### src/rtl/mp_rx_pkg.sv
package mp_rx_pkg;
  localparam int CTL_W   = 5;
  localparam int CB_ON   = 0;
  localparam int CB_MPF  = 1;
  localparam int CB_SYNC = 2;
  localparam int CB_RIE  = 3;
  localparam int CB_ARM  = 4;

  localparam int STS_W   = 4;
  localparam int SB_FULL = 0;
  localparam int SB_FE   = 1;
  localparam int SB_OVR  = 2;
  localparam int SB_MPB  = 3;

  typedef enum logic [1:0] {
    RX_IDLE,
    RX_START,
    RX_BITS,
    RX_STOP
  } rx_state_t;
endpackage

### src/rtl/mp_rx_sampler.sv
module mp_rx_sampler
  import mp_rx_pkg::*;
#(
  parameter int DATA_W      = 8,
  parameter int OVS         = 16,
  parameter int SYNC_STAGES = 2
) (
  input  logic              clk,
  input  logic              rst,
  input  logic              enable,
  input  logic              mp_fmt,
  input  logic              baud_tick,
  input  logic              rx_in,
  output logic              done,
  output logic [DATA_W-1:0] done_data,
  output logic              done_mpb,
  output logic              done_stop
);
  localparam int CNT_W = $clog2(OVS);
  localparam int HALF  = OVS / 2;
  localparam int IDX_W = $clog2(DATA_W + 1);
  localparam int SH_W  = DATA_W + 1;

  logic [SYNC_STAGES-1:0] sync;
  logic                   rx_s;

  generate
    if (SYNC_STAGES > 1) begin : g_sync_chain
      always_ff @(posedge clk) begin
        if (rst) sync <= '1;
        else     sync <= {sync[SYNC_STAGES-2:0], rx_in};
      end
    end else begin : g_sync_single
      always_ff @(posedge clk) begin
        if (rst) sync <= '1;
        else     sync <= rx_in;
      end
    end
  endgenerate

  assign rx_s = sync[SYNC_STAGES-1];

  rx_state_t        state;
  logic [CNT_W-1:0] cnt;
  logic [IDX_W-1:0] idx;
  logic [IDX_W-1:0] last_idx;
  logic [SH_W-1:0]  sh;

  assign last_idx = mp_fmt ? IDX_W'(DATA_W) : IDX_W'(DATA_W - 1);

  always_ff @(posedge clk) begin
    if (rst || !enable) begin
      state <= RX_IDLE;
      cnt   <= '0;
      idx   <= '0;
      done  <= 1'b0;
      if (rst) begin
        sh        <= '0;
        done_data <= '0;
        done_mpb  <= 1'b0;
        done_stop <= 1'b0;
      end
    end else begin
      done <= 1'b0;
      if (baud_tick) begin
        unique case (state)
          RX_IDLE: begin
            if (!rx_s) begin
              state <= RX_START;
              cnt   <= '0;
            end
          end
          RX_START: begin
            if (cnt == CNT_W'(HALF - 1)) begin
              cnt <= '0;
              idx <= '0;
              state <= rx_s ? RX_IDLE : RX_BITS;
            end else begin
              cnt <= cnt + 1'b1;
            end
          end
          RX_BITS: begin
            if (cnt == CNT_W'(OVS - 1)) begin
              cnt     <= '0;
              sh[idx] <= rx_s;
              if (idx == last_idx) state <= RX_STOP;
              else                 idx   <= idx + 1'b1;
            end else begin
              cnt <= cnt + 1'b1;
            end
          end
          RX_STOP: begin
            if (cnt == CNT_W'(OVS - 1)) begin
              cnt       <= '0;
              done      <= 1'b1;
              done_data <= sh[DATA_W-1:0];
              done_mpb  <= mp_fmt & sh[DATA_W];
              done_stop <= rx_s;
              state     <= RX_IDLE;
            end else begin
              cnt <= cnt + 1'b1;
            end
          end
          default: state <= RX_IDLE;
        endcase
      end
    end
  end
endmodule

### src/rtl/mp_rx_regs.sv
module mp_rx_regs
  import mp_rx_pkg::*;
#(
  parameter int DATA_W = 8
) (
  input  logic              clk,
  input  logic              rst,
  input  logic              done,
  input  logic [DATA_W-1:0] done_data,
  input  logic              done_mpb,
  input  logic              done_stop,
  input  logic              ctl_we,
  input  logic [CTL_W-1:0]  ctl_wdata,
  input  logic              sts_we,
  input  logic [STS_W-1:0]  sts_wdata,
  output logic [CTL_W-1:0]  ctl_q,
  output logic [STS_W-1:0]  sts_q,
  output logic [DATA_W-1:0] data_q,
  output logic              irq_full,
  output logic              irq_err
);
  logic             filt_act;
  logic             accept;
  logic             wake;
  logic             load;
  logic [CTL_W-1:0] ctl_n;
  logic [STS_W-1:0] sts_n;

  assign filt_act = ctl_q[CB_ARM] & ctl_q[CB_MPF] & ~ctl_q[CB_SYNC];
  assign accept   = done & ~(filt_act & ~done_mpb);
  assign wake     = done & filt_act & done_mpb;
  assign load     = accept & ~sts_q[SB_FULL];

  always_comb begin
    ctl_n = ctl_we ? ctl_wdata : ctl_q;
    if (wake) ctl_n[CB_ARM] = 1'b0;
  end

  always_comb begin
    sts_n = sts_q;
    if (sts_we) begin
      sts_n[SB_FULL] = sts_q[SB_FULL] & sts_wdata[SB_FULL];
      sts_n[SB_FE]   = sts_q[SB_FE]   & sts_wdata[SB_FE];
      sts_n[SB_OVR]  = sts_q[SB_OVR]  & sts_wdata[SB_OVR];
    end
    if (accept) begin
      if (sts_q[SB_FULL]) sts_n[SB_OVR]  = 1'b1;
      else                sts_n[SB_FULL] = 1'b1;
      if (!done_stop)     sts_n[SB_FE]   = 1'b1;
      if (ctl_q[CB_MPF])  sts_n[SB_MPB]  = done_mpb;
    end
  end

  always_ff @(posedge clk) begin
    if (rst) begin
      ctl_q    <= '0;
      sts_q    <= '0;
      data_q   <= '0;
      irq_full <= 1'b0;
      irq_err  <= 1'b0;
    end else begin
      ctl_q    <= ctl_n;
      sts_q    <= sts_n;
      if (load) data_q <= done_data;
      irq_full <= ctl_q[CB_RIE] & sts_q[SB_FULL];
      irq_err  <= ctl_q[CB_RIE] & (sts_q[SB_FE] | sts_q[SB_OVR]);
    end
  end
endmodule

### src/rtl/mp_uart_rx.sv
module mp_uart_rx
  import mp_rx_pkg::*;
#(
  parameter int DATA_W      = 8,
  parameter int OVS         = 16,
  parameter int SYNC_STAGES = 2
) (
  input  logic              clk,
  input  logic              rst,
  input  logic              baud_tick,
  input  logic              rx_in,
  input  logic              ctl_we,
  input  logic [CTL_W-1:0]  ctl_wdata,
  input  logic              sts_we,
  input  logic [STS_W-1:0]  sts_wdata,
  output logic [CTL_W-1:0]  ctl_rdata,
  output logic [STS_W-1:0]  sts_rdata,
  output logic [DATA_W-1:0] rx_data,
  output logic              irq_rx_full,
  output logic              irq_rx_err
);
  logic              smp_done;
  logic [DATA_W-1:0] smp_data;
  logic              smp_mpb;
  logic              smp_stop;
  logic [CTL_W-1:0]  ctl_q;
  logic [STS_W-1:0]  sts_q;

  mp_rx_sampler #(
    .DATA_W(DATA_W), .OVS(OVS), .SYNC_STAGES(SYNC_STAGES)
  ) u_sampler (
    .clk(clk), .rst(rst),
    .enable(ctl_q[CB_ON]), .mp_fmt(ctl_q[CB_MPF]),
    .baud_tick(baud_tick), .rx_in(rx_in),
    .done(smp_done), .done_data(smp_data),
    .done_mpb(smp_mpb), .done_stop(smp_stop)
  );

  mp_rx_regs #(.DATA_W(DATA_W)) u_regs (
    .clk(clk), .rst(rst),
    .done(smp_done), .done_data(smp_data),
    .done_mpb(smp_mpb), .done_stop(smp_stop),
    .ctl_we(ctl_we), .ctl_wdata(ctl_wdata),
    .sts_we(sts_we), .sts_wdata(sts_wdata),
    .ctl_q(ctl_q), .sts_q(sts_q), .data_q(rx_data),
    .irq_full(irq_rx_full), .irq_err(irq_rx_err)
  );

  assign ctl_rdata = ctl_q;
  assign sts_rdata = sts_q;
endmodule

### config.mk
export PLATFORM = sky130hd
export DESIGN_NAME = mp_uart_rx
export DESIGN_NICKNAME = d
export VERILOG_FILES = /design/src/rtl/mp_rx_pkg.sv /design/src/rtl/mp_rx_sampler.sv /design/src/rtl/mp_rx_regs.sv /design/src/rtl/mp_uart_rx.sv
export SDC_FILE = /design/constraint.sdc
export NUM_CORES = 1
export LEC_CHECK = 0
export ABC_AREA = 1
export BUFFER_PORTS_ARGS = -buffer_cell sky130_fd_sc_hd__buf_4
export CORE_UTILIZATION = 60
export CTS_BUF_LIST = sky130_fd_sc_hd__clkbuf_4 sky130_fd_sc_hd__clkbuf_8 sky130_fd_sc_hd__clkbuf_16
export DETAILED_ROUTE_END_ITERATION = 10
export PLACE_DENSITY = 0.83
export SLEW_MARGIN = 20
export SYNTH_ARGS = -nofsm -noshare
export SYNTH_HDL_FRONTEND = slang
export SYNTH_SLANG_ARGS = --single-unit
### constraint.sdc
create_clock -name clk -period 3.7 [get_ports clk]
set_input_delay 0.185 -clock clk [delete_from_list [all_inputs] [get_ports clk]]
set_output_delay 0.185 -clock clk [all_outputs]
set_load 0.02 [all_outputs]
==> results.yml <==
worst_setup_path:
  crit_start: "u_sampler.cnt[0]"
  cp-end-kind: "register"
  cpPeakStageDelay_ns: 0.59
  cp-start-kind: "register"
  critical_path_arrival_ns: 1.98
  critPathMaxFanout: 10
  crit_family: "compound AO/OA/AOI/OAI gates"
  path_class: "register to register"
  rrSetupSlack_ns: 1.65
  path_buf_inv: 1
  rr_worst_depth: 5
  cp_slowest_cell: "o41ai_4"
  cp_cell_sequence: "ha_1 -> nand2_1 -> nor2_1 -> inv_1 -> o41ai_4"
  crit_cells: 5
  reg2reg_from: "u_sampler.cnt[0]"
  cp.required_ns: 3.63
logic_synthesis:
  synthArstFlopShare: 0
  syn_area_sq_mm: 0.00227
  synth_seq_cells: 51
  synth-edff-count: 19
  synth_area_leaders: "dfxtp_1 (28%), edfxtp_1 (25%), a21oi_1 (7.5%)"
  synth_fa_ha_area_frac: 0.0275
  synth_nets: 283
  synth.distinct_cells: 31
  synth_top_area_frac: 0.282
  synthSimpleGateAreaFrac: 0.209
  synth_cells: 263
  synth_top_family_by_area: "simple AND/OR/NAND/NOR gates"
  yosysTopAreaCell: "dfxtp_1"
  synthMuxAreaShare: 0
  synth_xor_area_frac: 0.00771
  ys_seq_area_frac: 0.533
  syn_area_per_cell_sq_um: 8.64
  synth_flop_cell: "dfxtp_1"
  synth_compound_gate_area_share: 0.147
  synth_warnings: 0
drt:
  wl_met2_mm: 2.22
  drt-wirelength-per-cell_um: 12.5
  vias: 1799
  totalWireLength_mm: 4.25
  drc_errors: 0
  final_antenna_net_count: 0
  vias_per_cell: 5.28
  drt_first_iter_violations: 103
  wl_met3_um: 228
  dr.pass1.iters: 4
  topRoutingLayerUsed: "met4"
  met1_length_mm: 1.78
clocking:
  clock_latency_ns: 0.30
  ctsResizeCount: 0
  cts_setup_buffers: 0
  root_buffer: "clkbuf_8"
  clkSlewWorstSetupHoldPaths_ns: 0.09
  clock-sinks: 51
  numCtsBuffers: 5
  cts_max_path_buffers: 2
  cts_tree: "built"
  postCtsHoldBufs: 0
  htreeDepth: 2
grt:
  globalRouteOverflowTotal: 0
  grt_pass1_vias: 1670
  grt_pass1_wl_mm: 7.46
  antenna_found_initial: 0
  grt_max_degree: 19
  grt_usage: 0.236
pwr:
  power_frac_seq: 0.617
  p_comb_frac: 0.062
  p_int_mw: 0.758
  power_density_mw_per_mm2: 371
  switchingPower_mw: 0.219
  leakage_nw: 1.01
  peakVddDrop_mv: 0.306
  power_frac_clock: 0.322
  p_sw_frac: 0.224
finish:
  antenna_cells: 0
  utilization: 0.760
  most-common-layout-cells: "nand2_1 (38), a21oi_1 (34), buf_4 (33)"
  fin_cells: 341
  nets: 314
  layout_commonest_cell: "nand2_1"
  syn_to_final_growth_pct: 16.0
  drive_gt1_frac: 0.207
placed_design:
  place_inst: 333
  port_buffers: 32
  gp_congestion: 0.846
  dp_hpwl_mm: 3.13
floorplanning:
  die_w_um: 63.6
  core_sq_mm: 0.00347
  die_h_um: 63.6
  start_util: 0.655
  ioPinCount: 34
  dieArea_sq_mm: 0.00404
  row_count: 21
run_status:
  status: "completed"
timing:
  drv_slew: 0
  worst_pin_slew_ns: 0.683
  maxSlewHeadroom: 0.543
  period_needed_ns: 2.05
  hold_viol: 0
  fmax_mhz: 488
  fin_tns_setup_ns: 0
  setup_viol: 0
  rsz0062_at_grt: "false"
  fin_crit_sh: 0.553
  finClkSkew_ns: 0.0108
hold_path:
  worstHoldStart: "rx_in"
  hold_depth: 2
  min_path_type: "input pin to register"
flow_run:
  max_cap_viol_count: 0
## metrics by stage
| stage | power, mW | setup WS (ns) | instance area, sq um | hold slack (ns) |
|---|---|---|---|---|
| floorplan | 0.652 | 1.24 | 2270 | 0.289 |
| global placement | 0.672 | 1.48 | 2540 | 0.377 |
| detailed placement | 0.675 | 1.40 | 2540 | 0.381 |
| CTS | 0.979 | 1.35 | 2630 | 0.0749 |
| global route | 1.01 | 1.47 | 2640 | 0.0811 |
| finish | 0.978 | 1.65 | 2640 | 0.0773 |
## per-layer routing
layer,GRT usage,vias up
met3,0.0471,2
met4,0.0682,0
met1,0.276,805
li1,-,940
met2,0.431,52
met5,0,-
## flip-flops by register name (all words and copies together) (netlist names), named ones only
name / flops
u_sampler.sh: 9
u_regs.irq_full: 1
u_regs.irq_err: 1
u_regs.sts_q: 4
u_regs.ctl_q: 5
u_sampler.sync: 2
u_sampler.done_mpb: 1
u_sampler.cnt: 4
u_sampler.done_stop: 1
u_sampler.done_data: 8
u_sampler.done: 1
u_sampler.state: 1
u_regs.data_q: 8
u_sampler.idx: 4
## cells in the mapped netlist (2+ instances only)
| cell | count |
|---|---|
| o41ai_1 | 2 |
| nand3_1 | 18 |
| edfxtp_1 | 19 |
| a21oi_2 | 2 |
| or2_2 | 2 |
| nor2_2 | 4 |
| dfxtp_1 | 32 |
| o21ai_1 | 3 |
| inv_2 | 3 |
| nand2_1 | 38 |
| nand4_1 | 3 |
| clkbuf_1 | 2 |
| inv_1 | 29 |
| nand2_2 | 2 |
| a211oi_1 | 2 |
| a21oi_1 | 34 |
| buf_2 | 4 |
| ha_1 | 5 |
| nor3_1 | 4 |
| nor2_1 | 24 |
| nor2_4 | 2 |
| buf_4 | 3 |
| o21ai_0 | 18 |
## cell families after synthesis
family,Yosys count
compound gates,62
xor+xnor,2
fa+ha+maj,5
buf+inv,42
flops,51
simple gates,101
## worst paths after layout
| check | end |
|---|---|
| max | u_sampler.done_data[4] |
| min | u_sampler.sync[0] |
| max reg2reg | u_sampler.done_data[4] |
| min reg2reg | u_sampler.sync[1] |
## area by class of cell
| type | instances | area (sq um) |
|---|---|---|
| Multi-Input combinational cell | 170 | 907 |
| Fill cell | 260 | 832 |
| Inverter | 33 | 124 |
| Clock inverter | 2 | 12.5 |
| Tap cell | 46 | 57.6 |
| Clock buffer | 6 | 76.3 |
| Sequential cell | 51 | 1210 |
| Timing Repair Buffer | 33 | 248 |
## power groups by stage
| stage | clock (mW) | sequential, mW | combinational [mW] |
|---|---|---|---|
| after floorplan | 0 | 0.616 | 0.0355 |
| after global placement | 0 | 0.615 | 0.0573 |
| after detailed placement | 0 | 0.616 | 0.0592 |
| after CTS | 0.316 | 0.603 | 0.0597 |
| after global routing | 0.337 | 0.604 | 0.0683 |
| final | 0.314 | 0.603 | 0.0605 |
No activity file was read; power rests on OpenSTA's default activity.
